File: src/rtl/dma_irq_pkg.sv
package dma_irq_pkg;
   localparam int REG_W      = 32;
   localparam int SLOT_W     = 4;
   localparam int EV_KINDS   = 3;
   localparam int CH_PER_REG = REG_W / SLOT_W;
   localparam int OFS_EN     = 'h00;
   localparam int OFS_ST     = 'h10;
   localparam int OFS_BUSY   = 'h30;
   localparam int MAX_REGS   = (OFS_ST - OFS_EN) / 4;

   typedef enum logic [1:0] {
      EV_HALF  = 2'd0,
      EV_PKG   = 2'd1,
      EV_QUEUE = 2'd2
   } ev_kind_e;

   typedef struct packed {
      logic                en_we;
      logic                st_w1c;
      logic [EV_KINDS-1:0] wbits;
   } slot_ctl_t;
endpackage

File: src/rtl/irq_reg_decode.sv
module irq_reg_decode
   import dma_irq_pkg::*;
#(
   parameter int NUM_REG = 2,
   parameter int ADDR_W  = 8
) (
   input  logic [ADDR_W-1:0] addr,
   output logic [NUM_REG-1:0] en_sel,
   output logic [NUM_REG-1:0] st_sel,
   output logic               busy_sel
);
   for (genvar k = 0; k < NUM_REG; k++) begin : g_word
      assign en_sel[k] = (addr == ADDR_W'(OFS_EN + 4*k));
      assign st_sel[k] = (addr == ADDR_W'(OFS_ST + 4*k));
   end
   assign busy_sel = (addr == ADDR_W'(OFS_BUSY));
endmodule

File: src/rtl/irq_chan_slot.sv
module irq_chan_slot
   import dma_irq_pkg::*;
(
   input  logic                clk,
   input  logic                rst_n,
   input  slot_ctl_t           ctl,
   input  logic [EV_KINDS-1:0] ev,
   output logic [EV_KINDS-1:0] en_q,
   output logic [EV_KINDS-1:0] st_q
);
   logic [EV_KINDS-1:0] clr_mask;

   assign clr_mask = ctl.st_w1c ? ctl.wbits : '0;

   always_ff @(posedge clk or negedge rst_n) begin
      if (!rst_n) begin
         en_q <= '0;
         st_q <= '0;
      end else begin
         if (ctl.en_we) en_q <= ctl.wbits;
         // a pulse in the clearing cycle keeps the bit set
         st_q <= (st_q & ~clr_mask) | ev;
      end
   end
endmodule

File: src/rtl/irq_line_reduce.sv
module irq_line_reduce #(
   parameter int W       = 48,
   parameter bit OUT_REG = 1'b1
) (
   input  logic         clk,
   input  logic         rst_n,
   input  logic [W-1:0] pend,
   output logic         irq
);
   if (OUT_REG) begin : g_reg
      always_ff @(posedge clk or negedge rst_n) begin
         if (!rst_n) irq <= 1'b0;
         else        irq <= |pend;
      end
   end else begin : g_comb
      logic unused_clk;
      assign unused_clk = clk ^ rst_n;
      assign irq = |pend;
   end
endmodule

File: src/rtl/dma_irq_aggr.sv
module dma_irq_aggr
   import dma_irq_pkg::*;
#(
   parameter int NUM_CH  = 16,
   parameter int ADDR_W  = 8,
   parameter bit OUT_REG = 1'b1
) (
   input  logic               clk,
   input  logic               rst_n,
   input  logic [ADDR_W-1:0]  reg_addr,
   input  logic               reg_wr,
   input  logic [REG_W-1:0]   reg_wdata,
   output logic [REG_W-1:0]   reg_rdata,
   input  logic [NUM_CH-1:0]  ev_half,
   input  logic [NUM_CH-1:0]  ev_pkg,
   input  logic [NUM_CH-1:0]  ev_queue,
   input  logic [NUM_CH-1:0]  chan_busy,
   output logic               irq
);
   localparam int NUM_REG = (NUM_CH + CH_PER_REG - 1) / CH_PER_REG;
   localparam int FLAT_W  = NUM_CH * EV_KINDS;

   if (NUM_CH < 1 || NUM_REG > MAX_REGS || NUM_CH > REG_W) begin : g_bad_ch
      $error("dma_irq_aggr: NUM_CH out of range");
   end
   if (ADDR_W < 6) begin : g_bad_addr
      $error("dma_irq_aggr: ADDR_W too narrow for register map");
   end

   logic [NUM_REG-1:0] en_sel, st_sel;
   logic               busy_sel;
   logic [FLAT_W-1:0]  en_flat, st_flat, ev_flat;
   logic [REG_W-1:0]   en_word [NUM_REG];
   logic [REG_W-1:0]   st_word [NUM_REG];

   irq_reg_decode #(.NUM_REG(NUM_REG), .ADDR_W(ADDR_W)) u_dec (
      .addr     (reg_addr),
      .en_sel   (en_sel),
      .st_sel   (st_sel),
      .busy_sel (busy_sel)
   );

   for (genvar ch = 0; ch < NUM_CH; ch++) begin : g_ch
      localparam int R = ch / CH_PER_REG;
      localparam int S = ch % CH_PER_REG;
      slot_ctl_t ctl;

      assign ctl.en_we  = reg_wr & en_sel[R];
      assign ctl.st_w1c = reg_wr & st_sel[R];
      assign ctl.wbits  = reg_wdata[S*SLOT_W +: EV_KINDS];
      assign ev_flat[ch*EV_KINDS +: EV_KINDS] = {ev_queue[ch], ev_pkg[ch], ev_half[ch]};

      irq_chan_slot u_slot (
         .clk   (clk),
         .rst_n (rst_n),
         .ctl   (ctl),
         .ev    (ev_flat[ch*EV_KINDS +: EV_KINDS]),
         .en_q  (en_flat[ch*EV_KINDS +: EV_KINDS]),
         .st_q  (st_flat[ch*EV_KINDS +: EV_KINDS])
      );
   end

   always_comb begin
      for (int k = 0; k < NUM_REG; k++) begin
         en_word[k] = '0;
         st_word[k] = '0;
      end
      for (int ch = 0; ch < NUM_CH; ch++) begin
         en_word[ch / CH_PER_REG][(ch % CH_PER_REG)*SLOT_W +: EV_KINDS] =
            en_flat[ch*EV_KINDS +: EV_KINDS];
         st_word[ch / CH_PER_REG][(ch % CH_PER_REG)*SLOT_W +: EV_KINDS] =
            st_flat[ch*EV_KINDS +: EV_KINDS];
      end
   end

   always_comb begin
      reg_rdata = '0;
      for (int k = 0; k < NUM_REG; k++) begin
         if (en_sel[k]) reg_rdata = en_word[k];
         if (st_sel[k]) reg_rdata = st_word[k];
      end
      if (busy_sel) reg_rdata = REG_W'(chan_busy);
   end

   irq_line_reduce #(.W(FLAT_W), .OUT_REG(OUT_REG)) u_red (
      .clk   (clk),
      .rst_n (rst_n),
      .pend  (st_flat & en_flat),
      .irq   (irq)
   );
endmodule

File: config.mk
export PLATFORM = sky130hd
export DESIGN_NAME = dma_irq_aggr
export DESIGN_NICKNAME = d
export VERILOG_FILES = /design/src/rtl/dma_irq_pkg.sv /design/src/rtl/irq_reg_decode.sv /design/src/rtl/irq_chan_slot.sv /design/src/rtl/irq_line_reduce.sv /design/src/rtl/dma_irq_aggr.sv
export SDC_FILE = /design/constraint.sdc
export NUM_CORES = 1
export LEC_CHECK = 0
export BUFFER_PORTS_ARGS = -buffer_cell sky130_fd_sc_hd__buf_2
export CAP_MARGIN = 25
export CELL_PAD_IN_SITES_DETAIL_PLACEMENT = 1
export CELL_PAD_IN_SITES_GLOBAL_PLACEMENT = 1
export CORE_UTILIZATION = 36
export DETAILED_ROUTE_END_ITERATION = 7
export GPL_TIMING_DRIVEN = 0
export PLACE_DENSITY_LB_ADDON = 0.2
export SETUP_SLACK_MARGIN = 0.5
export SYNTH_ARGS = -nofsm -noshare
export SYNTH_HDL_FRONTEND = slang
export SYNTH_HIERARCHICAL = 1
export SYNTH_SLANG_ARGS = --single-unit
export TNS_END_PERCENT = 1
File: constraint.sdc
create_clock -name clk -period 1.6 [get_ports clk]
set_clock_uncertainty 0.1 [all_clocks]
set_input_delay 0 -clock clk [delete_from_list [all_inputs] [get_ports clk]]
set_output_delay 0 -clock clk [all_outputs]
set_load 0.01 [all_outputs]
# Yosys cells after proc, flatten, opt, wreduce, memory -nomap -nowiden
# Cells that the tools add are included.
[totals]
reg_bits = 97
elab_cells = 113
[classes]
n_bitwise = 53
reduce_logical = 2
n_eq_ne = 4
mux = 21
[op_table]
columns = ["op", "count"]
rows = [
  ["32-bit 2-to-1 mux", 4],
  ["3-bit AND", 16],
  ["48-bit AND", 1],
  ["3-bit 2-to-1 mux", 16],
  ["3-bit inverter", 16],
  ["3-bit OR", 16],
  ["48-bit OR reduction", 1],
  ["31-bit 2-to-1 mux", 1],
  ["8-bit by 5-bit equality test with 1-bit output, second input constant", 2],
  ["8-bit by 3-bit equality test with 1-bit output, second input constant", 1],
  ["8-bit by 6-bit equality test with 1-bit output, second input constant", 1],
  ["8-bit zero test", 1],
  ["1-bit AND", 4],
]

# Depth between registers and ports, before layout
# Gate-level depths: netlist of run 1.
[logic_depth]
word_depth = 6
mapped_depth = 7
depth_no_buf = 5

# Hierarchy
# Netlist of run 1, hierarchy kept.
[by_module_without_submodules]
columns = ["mod", "area_per_inst_um2", "instances", "seq_area_each_um2", "cells_each"]
rows = [
  ["irq_chan_slot", 217.7, 16, 150.1, 15],
  ["dma_irq_aggr", 1154.9, 1, 0.0, 192],
  ["irq_line_reduce", 131.4, 1, 25.0, 17],
  ["irq_reg_decode", 81.3, 1, 0.0, 10],
]

# Least setup slack after synthesis of run 1
# OpenSTA, ideal clock, no wires.
[synth_timing]
kind = "input port to flip-flop"
startpoint = "input reg_addr[5]"
endpoint = "register g_ch[10].u_slot.en_q[0]"
cell_stages = 6
t_arrival_ns = 1.913
setup_time_ns = 0.125
path_buffers = 2
path_slack_ns = -0.538
path_cell_list = "nor4_1 -> and3_1 -> buf_6 -> clkbuf_1 -> and2_1 -> mux2_2"
[synth_rtl]
columns = ["element", "line_no", "text"]
rows = [
  ["start: declaration", "dma_irq_aggr.sv:10", "input logic [ADDR_W-1:0] reg_addr,"],
  ["end signal: assignment", "irq_chan_slot.sv:20", "if (ctl.en_we) en_q <= ctl.wbits;"],
  ["end: declaration", "irq_chan_slot.sv:8", "output logic [EV_KINDS-1:0] en_q,"],
]

# Final worst setup path of run 1
[layout_timing]
startpoint = "input reg_addr[1]"
endpoint = "output reg_rdata[2]"
[layout_between]
elab_cells_between_ends = 10
[layout_rtl]
columns = ["element", "line_no", "text"]
rows = [
  ["8-bit by 6-bit equality test with 1-bit output", "irq_reg_decode.sv:16", "assign busy_sel = (addr == ADDR_W'(OFS_BUSY));"],
  ["net busy_sel", "dma_irq_aggr.sv:31", "logic busy_sel;"],
  ["32-bit 2-to-1 mux", "dma_irq_aggr.sv:82", "if (busy_sel) reg_rdata = REG_W'(chan_busy);"],
  ["end: declaration", "dma_irq_aggr.sv:13", "output logic [REG_W-1:0] reg_rdata,"],
]
# The timed path passes the listed nets, and every way through them passes these cells.

==> metrics.md, run 1 <==
| Metric | Value |
|---|---|
| CTS tree | done |
| DRT Pass-1 Iters | 4 |
| Footprint of the multi-input gates | around 2600 um2 |
| H-tree depth | 3 |
| Clock transition at path regs | around 70 ps |
| Final setup violation count | between 60 and 70 |
| Residual DRC | 0 |
| Fill cells | between 1000 and 1500 |
| Sw Share | 0.2266 |
| Seq cells post-synth | a little under 100 |
| Tot Pwr | 5685 uW |
| CTS Buf Count | 9 |
| Avg Vias per Cell | between 5 and 6 |
| Worst skew pair latency | 350 ps |
| Syn avg cell area | ~11 um2 |
| RSZ-0062 raised after global routing | yes |
| Die Wd | between 100 and 150 um |
| Via count | 4508 |
| Total gr overflow | 0 |
| Internal Power | roughly 4400 uW |
| Rel. slew slack | 0.6506 |
| Arrival @ worst endpoint | ~1800 ps |
| Slew @ Worst Pin | around 520 ps |
| Pin count of the biggest net entering global routing | 65 |
| Full die area | around 14000 um2 |
| Failing checks | negative setup slack |
| Final HPWL DP | 10780 um |
| PortBufs | approximately 130 |
| YS warnings | 6 |
| Layout area overhead | 50.01% |
| Lkg Pwr | approximately 0.0031 uW |
| Share of layout cells above drive strength 1 | 0.3779 |
| Netlist cell types | 31 |
| CTS sink cnt | 97 |
| Min-delay worst type | in -> async |
| Register Area | 2427 um2 |
| Switching power | 1288 uW |
| WL per Instance | approximately 20 um |
| Crit start category | input port |
| Final period util | 1.166 |
| CTS root buf | clkbuf_16 |
| Row Count | 42 |
| Final Hold Fails | 0 |
| # nets final | 790 |
| Die Ht | approximately 120 um |
| Vias in the first global route | 4996 |
| Number of routed nets with antenna violations | 0 |
| Max cap viols | 0 |
| I/O pin count | between 100 and 150 |
| CTS Buffer Depth | 2 |
| Tmin final | around 1900 ps |
| Core area | between 10000 and 15000 um2 |
| Worst Path Required | around 1500 ps |
| Logic pwr share | 0.118 |
| Total GRT Usage | 0.2581 |
| Post-route setup slack | -265.3 ps |
| GP Congestion | 0.8075 |
| Crit Path Category | in -> out |
| Clock group share of total power | 0.431 |
| Antenna fix cells | 0 |
| Starting Density | 0.3678 |
| Sequential share of power | 0.451 |
| Pins Over Slew Limit | 0 |
| DR iter-0 viols | 160 |
| Crit end category | output port |
| CP max FO | 10 |
| Mapped Area | ~4900 um2 |
| Worst slack at placement | -636.0 ps |
| Initial antenna violation count | 0 |
| Most frequent cells in the layout | buf_2, dfrtp_1, dlygate4sd3_1 |
| WL final | between 15000 and 20000 um |
| First-pass GRT wire length | approximately 27000 um |
| Max Freq | about 540 MHz |
| VDD IR-drop max | around 0.44 mV |
| Syn Inst Count | 459 |
| Seq/Total Area, Yosys | 0.5004 |
| Power Dens Cells | 781.2 nW/um2 |
| Commonest non-fill, non-tap cell in the layout | buf_2 |
| Status | complete, but fails checks |
stage by stage:
step	instance area, um2	instances	util	setup TNS (ps)	hold WS [ps]
floorplan	4881	462	-	-4761	-395.6
global placement	5737	765	0.4349	-127490	77.45
detailed placement	5794	767	0.4393	-60340	-101.5
CTS	7217	864	0.5471	-6324	62.46
global route	7277	864	0.5517	-11110	51.46
finish	7277	864	0.5517	-7045	27.30
worst max-delay path, cell delays in order:
cell,delay (ps)
buf_6,90
or4_4,580
nor4_4,260
nand2b_4,220
buf_8,150
o22ai_1,100
a31oi_2,190
buf_2,170
cells by family after synthesis:
logic type	count (synthesis)	synth area share
other cells	1	0.0007731
mux	48	0.1114
flops	97	0.5004
simple gates	172	0.1924
compound gates	120	0.1671
buf+inv	21	0.02785
cells in the mapped netlist:
master	count	area, um2
nor4_2	1	12.51
buf_2	5	25.02
or4_4	1	11.26
inv_1	2	7.510
nor3_1	1	5.000
nor2_1	1	3.750
conb_1	1	3.750
buf_6	4	45.04
and2_1	68	425.4
nor2b_2	1	8.760
nor4_4	1	21.27
dfrtp_1	97	2427
o21ai_0	15	75.07
a221oi_1	12	105.1
clkbuf_1	4	15.01
nand4_1	3	18.77
clkbuf_2	1	5.000
nand2b_1	1	6.260
nor3b_4	1	18.77
nor4_1	12	75.07
nand2_1	73	274.0
o21ai_1	9	45.04
nor4b_1	1	8.760
o22ai_1	12	75.07
a21o_1	48	360.4
and3_1	2	12.51
nor2b_1	4	25.02
mux2_2	48	540.5
a31oi_1	24	150.1
or3_1	1	6.260
buf_4	5	37.54
flip-flops by register name (all words and copies together), names as in the netlist:
signal            flops
g_ch.u_slot/en_q     48
g_ch.u_slot/st_q     48
u_red/irq             1
layer usage:
metal,track usage,wire length (um)
met1,0.3262,7543
met2,0.4581,8799
met3,0.03295,510
met4,0.07692,265
met5,0,0
final cells by class:
class,count,share of cell area
Tap cell,176,0.03026
Buffer,19,0.02837
Sequential cell,97,0.3336
Clock buffer,12,0.03662
Inverter,2,0.001032
Timing Repair Buffer,209,0.2077
Clock inverter,4,0.01014
Multi-Input combinational cell,345,0.3523
power by group through the flow:
| stage | combinational (uW) | sequential [uW] | clock [uW] |
|---|---|---|---|
| 6_report | 670 | 2560 | 2450 |
| 5_1_grt | 727 | 2570 | 2570 |
| 4_1_cts | 653 | 2560 | 2500 |
| 3_5_place_dp | 467 | 2610 | 0 |
| 3_3_place_gp | 447 | 2600 | 0 |
| 2_1_floorplan | 177 | 2600 | 0 |
repair_timing:
action                     in CTS  in global routing
setup buffers                   6                  0
hold endpoints to repair      193                  0
cloned                          2                  0
setup endpoints to repair     125                145
pin swaps                      26                  8
hold buffers                   73                  0
gates resized for setup        68                 15
final timing paths:
check / from / endpoint / slack (ps) / depth (start not counted)
max: reg_addr[1] / reg_rdata[2] / -270 / 8
min: rst_n / g_ch[9].u_slot/st_q[2]$_DFF_PN0_ / 30 / 2
max reg2reg: g_ch[1].u_slot/st_q[1]$_DFF_PN0_ / u_red/irq$_DFF_PN0_ / -90 / 4
min reg2reg: g_ch[13].u_slot/st_q[2]$_DFF_PN0_ / g_ch[13].u_slot/st_q[2]$_DFF_PN0_ / 400 / 1
max in group asynchronous: rst_n / g_ch[15].u_slot/en_q[2]$_DFFE_PN0P_ / 720 / 3
min in group clk: reg_wr / g_ch[7].u_slot/st_q[0]$_DFF_PN0_ / 190 / 4
Note: power is estimated with default switching activity, not from simulation.
==> inputs of run 2 (changes only) <==
--- a/config.mk
+++ b/config.mk
@@ -13,6 +13,7 @@
 export DETAILED_ROUTE_END_ITERATION = 7
 export GPL_TIMING_DRIVEN = 0
 export PLACE_DENSITY_LB_ADDON = 0.2
+export RECOVER_POWER = 100
 export SETUP_SLACK_MARGIN = 0.5
 export SYNTH_ARGS = -nofsm -noshare
 export SYNTH_HDL_FRONTEND = slang
==> run 2 against run 1 <==
Net effect: the flow still finishes with violations (negative setup slack); largest cell class unchanged; utilization is 0.22 points lower; critical path depth stayed put; flip-flop and latch count stayed put; wire length is 0.32% lower; setup slack better by 2.9 ps; power hardly changed; maximum frequency is 0.16% higher; final area is 0.40% lower; largest power group unchanged; hold slack better by 160 ps; sequential power hardly changed; sequential share of layout area is 0.13 points higher; clock power hardly changed.
==> metrics.md, run 2 (synthesis results as in run 1) <==
| Metric | Value |
|---|---|
| Fill cells | 1470 (+0.34%) |
| DR iter-0 viols | 166 (+3.8%) |
| PortBufs | 127 (unchanged) |
| Number of routed nets with antenna violations | 0 (unchanged) |
| First-pass GRT wire length | 27200 um (unchanged) |
| Post-route setup slack | -262.4 ps (+2.903 ps) |
| Slew @ Worst Pin | 935.1 ps (+411.1 ps) |
| CTS root buf | clkbuf_16 |
| Hold path cells | 4 |
| DP Area | 5794 um2 (unchanged) |
| Status | complete, but fails checks |
| Highest signal layer in the routed design | met4 |
| Critical path destination | reg_rdata[2] |
| Reg2reg end | u_red/irq$_DFF_PN0_ |
| Max cap viols | 0 (unchanged) |
| # nets final | 790 (unchanged) |
| Largest registers | g_ch.u_slot/en_q: 48 flops, g_ch.u_slot/st_q: 48 flops, u_red/irq: 1 flops |
| Total GRT Usage | 0.2581 (unchanged) |
| WL final | 17060 um (-0.32%) |
| Crit end category | output port |
| Worst Path Required | 1500 ps (about the same) |
| VDD IR-drop max | 0.4466 mV (+0.70%) |
| Max Freq | 537.0 MHz (+0.16%) |
| Footprint of the multi-input gates | 2555 um2 (-0.34%) |
| Setup TNS Final | -7604 ps (-559.1 ps) |
| CTS tree | done |
| Crit start category | input port |
| Total gr overflow | 0 (unchanged) |
| Commonest non-fill, non-tap cell in the layout | buf_2 |
| Antenna fix cells | 0 (unchanged) |
| RR Startpoint | g_ch[5].u_slot/en_q[2]$_DFFE_PN0P_ |
| Met1 WL | 7404 um (-1.8%) |
| CTS Buf Count | 9 (unchanged) |
| Final HPWL DP | 10780 um (unchanged) |
| GP Congestion | 0.8075 (unchanged) |
| Final Hold Fails | 0 (unchanged) |
| Pin count of the biggest net entering global routing | 65 (unchanged) |
| Die Wd | 118.1 um (unchanged) |
| Lkg Pwr | 0.003126 uW (-0.52%) |
| Switching power | 1292 uW (+0.28%) |
| Register Area | 2427 um2 (unchanged) |
| Worst skew pair latency | 350 ps (about the same) |
| DRT Pass-1 Iters | 4 (unchanged) |
| Layout area overhead | 49.42% |
| Vias in the first global route | 4996 (unchanged) |
| Crit Path Category | in -> out |
| Clock transition at path regs | 60 ps (about the same) |
| Logic pwr share | 0.116 (-0.002) |
| Share of layout cells above drive strength 1 | 0.3706 (-0.007267) |
| Full die area | 13940 um2 (unchanged) |
| Sequential share of power | 0.452 (about the same) |
| Finished Layout Cells | 864 (unchanged) |
| Clock group share of total power | 0.432 (about the same) |
| Sw Share | 0.2274 (+0.0007816) |
| Via count | 4500 (-0.18%) |
| Final core utilization | 0.5495 (-0.002182) |
| Rel. slew slack | 0.3766 (-0.2740) |
| Worst Reg-to-Reg Cells | 4 (unchanged) |
| Worst Setup SP | reg_addr[1] |
| Internal Power | 4389 uW (-0.16%) |
| Initial antenna violation count | 0 (unchanged) |
| CTS sink cnt | 97 (unchanged) |
| Failing checks | negative setup slack |
| Dpl cells | 767 (unchanged) |
| Power Dens Cells | 783.8 nW/um2 (+0.34%) |
| Row Count | 42 (unchanged) |
| Final period util | 1.164 (-0.001814) |
| Final Cell Area | 7248 um2 (-0.40%) |
| Min-delay worst type | in -> reg |
| FF-to-FF setup slack | -70 ps (+20 ps) |
| Tot Pwr | 5681 uW (about the same) |
| RSZ-0062 raised after global routing | yes |
| Avg Vias per Cell | 5.208 (-0.18%) |
| H-tree depth | 3 (unchanged) |
| CP max FO | 10 (unchanged) |
| Starting Density | 0.3678 (unchanged) |
| Core area | 13190 um2 (unchanged) |
| Arrival @ worst endpoint | 1760 ps (about the same) |
| Residual DRC | 0 (unchanged) |
| Pins Over Slew Limit | 0 (unchanged) |
| CTS Buffer Depth | 2 (unchanged) |
| DR WL met2 | 8777 um (-0.25%) |
| Tmin final | 1862 ps (-2.903 ps) |
| Metal3 WL | 607 um (+19%) |
| Die Ht | 118.1 um (unchanged) |
| Final setup violation count | 75 (+21%) |
| Most frequent cells in the layout | buf_2, dfrtp_1, dlygate4sd3_1 |
| I/O pin count | 140 (unchanged) |
| WL per Instance | 19.75 um (-0.32%) |
==> run 2: what timing repair did <==
action,4_1_cts,5_1_grt
buffers inserted,6,0
cloned,2,0
pin swaps,26,8
gates resized for setup,68,15
endpoints found under the hold margin,193,0
setup endpoints to repair,125,145
hold buffers,73,0
==> run 2: how the worst min path moves through the flow <==
stage / endpoint / slack, ps / from
after floorplan: g_ch[0].u_slot/en_q[0]$_DFFE_PN0P_ / -400 / rst_n
after global placement: g_ch[14].u_slot/st_q[0]$_DFF_PN0_ / 80 / ev_half[14]
after detailed placement: g_ch[9].u_slot/st_q[1]$_DFF_PN0_ / -100 / rst_n
after CTS: g_ch[9].u_slot/st_q[2]$_DFF_PN0_ / 60 / rst_n
after global routing: g_ch[12].u_slot/en_q[0]$_DFFE_PN0P_ / 190 / reg_wr
final: g_ch[7].u_slot/st_q[0]$_DFF_PN0_ / 190 / reg_wr
==> run 2: cell type report <==
cell class	instances	share of cell area
Multi-Input combinational cell	345	0.3525
Sequential cell	97	0.3349
Timing Repair Buffer	209	0.2058
Clock buffer	12	0.03677
Tap cell	176	0.03038
Buffer	19	0.02848
Clock inverter	4	0.01018
Inverter	2	0.001036
==> run 2: per-layer routing <==
| layer | up-vias | GRT usage |
|---|---|---|
| met5 | - | 0 |
| met4 | 0 | 0.07692 |
| met3 | 19 | 0.03295 |
| met2 | 120 | 0.4581 |
| met1 | 2274 | 0.3262 |
| li1 | 2087 | - |
==> run 2: power by group through the flow <==
stage	Combinational (uW)	Sequential, uW	Clock (uW)
floorplan	177	2600	0
finish	661	2570	2450
global route	719	2570	2570
CTS	653	2560	2500
detailed placement	467	2610	0
global placement	447	2600	0
==> run 2: critical path, stage by stage <==
cell and delay, ps:
buf_6 90, or4_4 580, nor4_4 260, nand2b_4 220, buf_8 150, o22ai_1 100, a31oi_2 190, buf_2 170
==> run 2: through the flow <==
step | hold slack, ps | setup slack (ps)
after global placement | 77.45 | -685.4
after global routing | 187.7 | -360.2
final | 186.0 | -262.4
after CTS | 62.46 | -227.9
after floorplan | -395.6 | -70.65
after detailed placement | -101.5 | -636.0
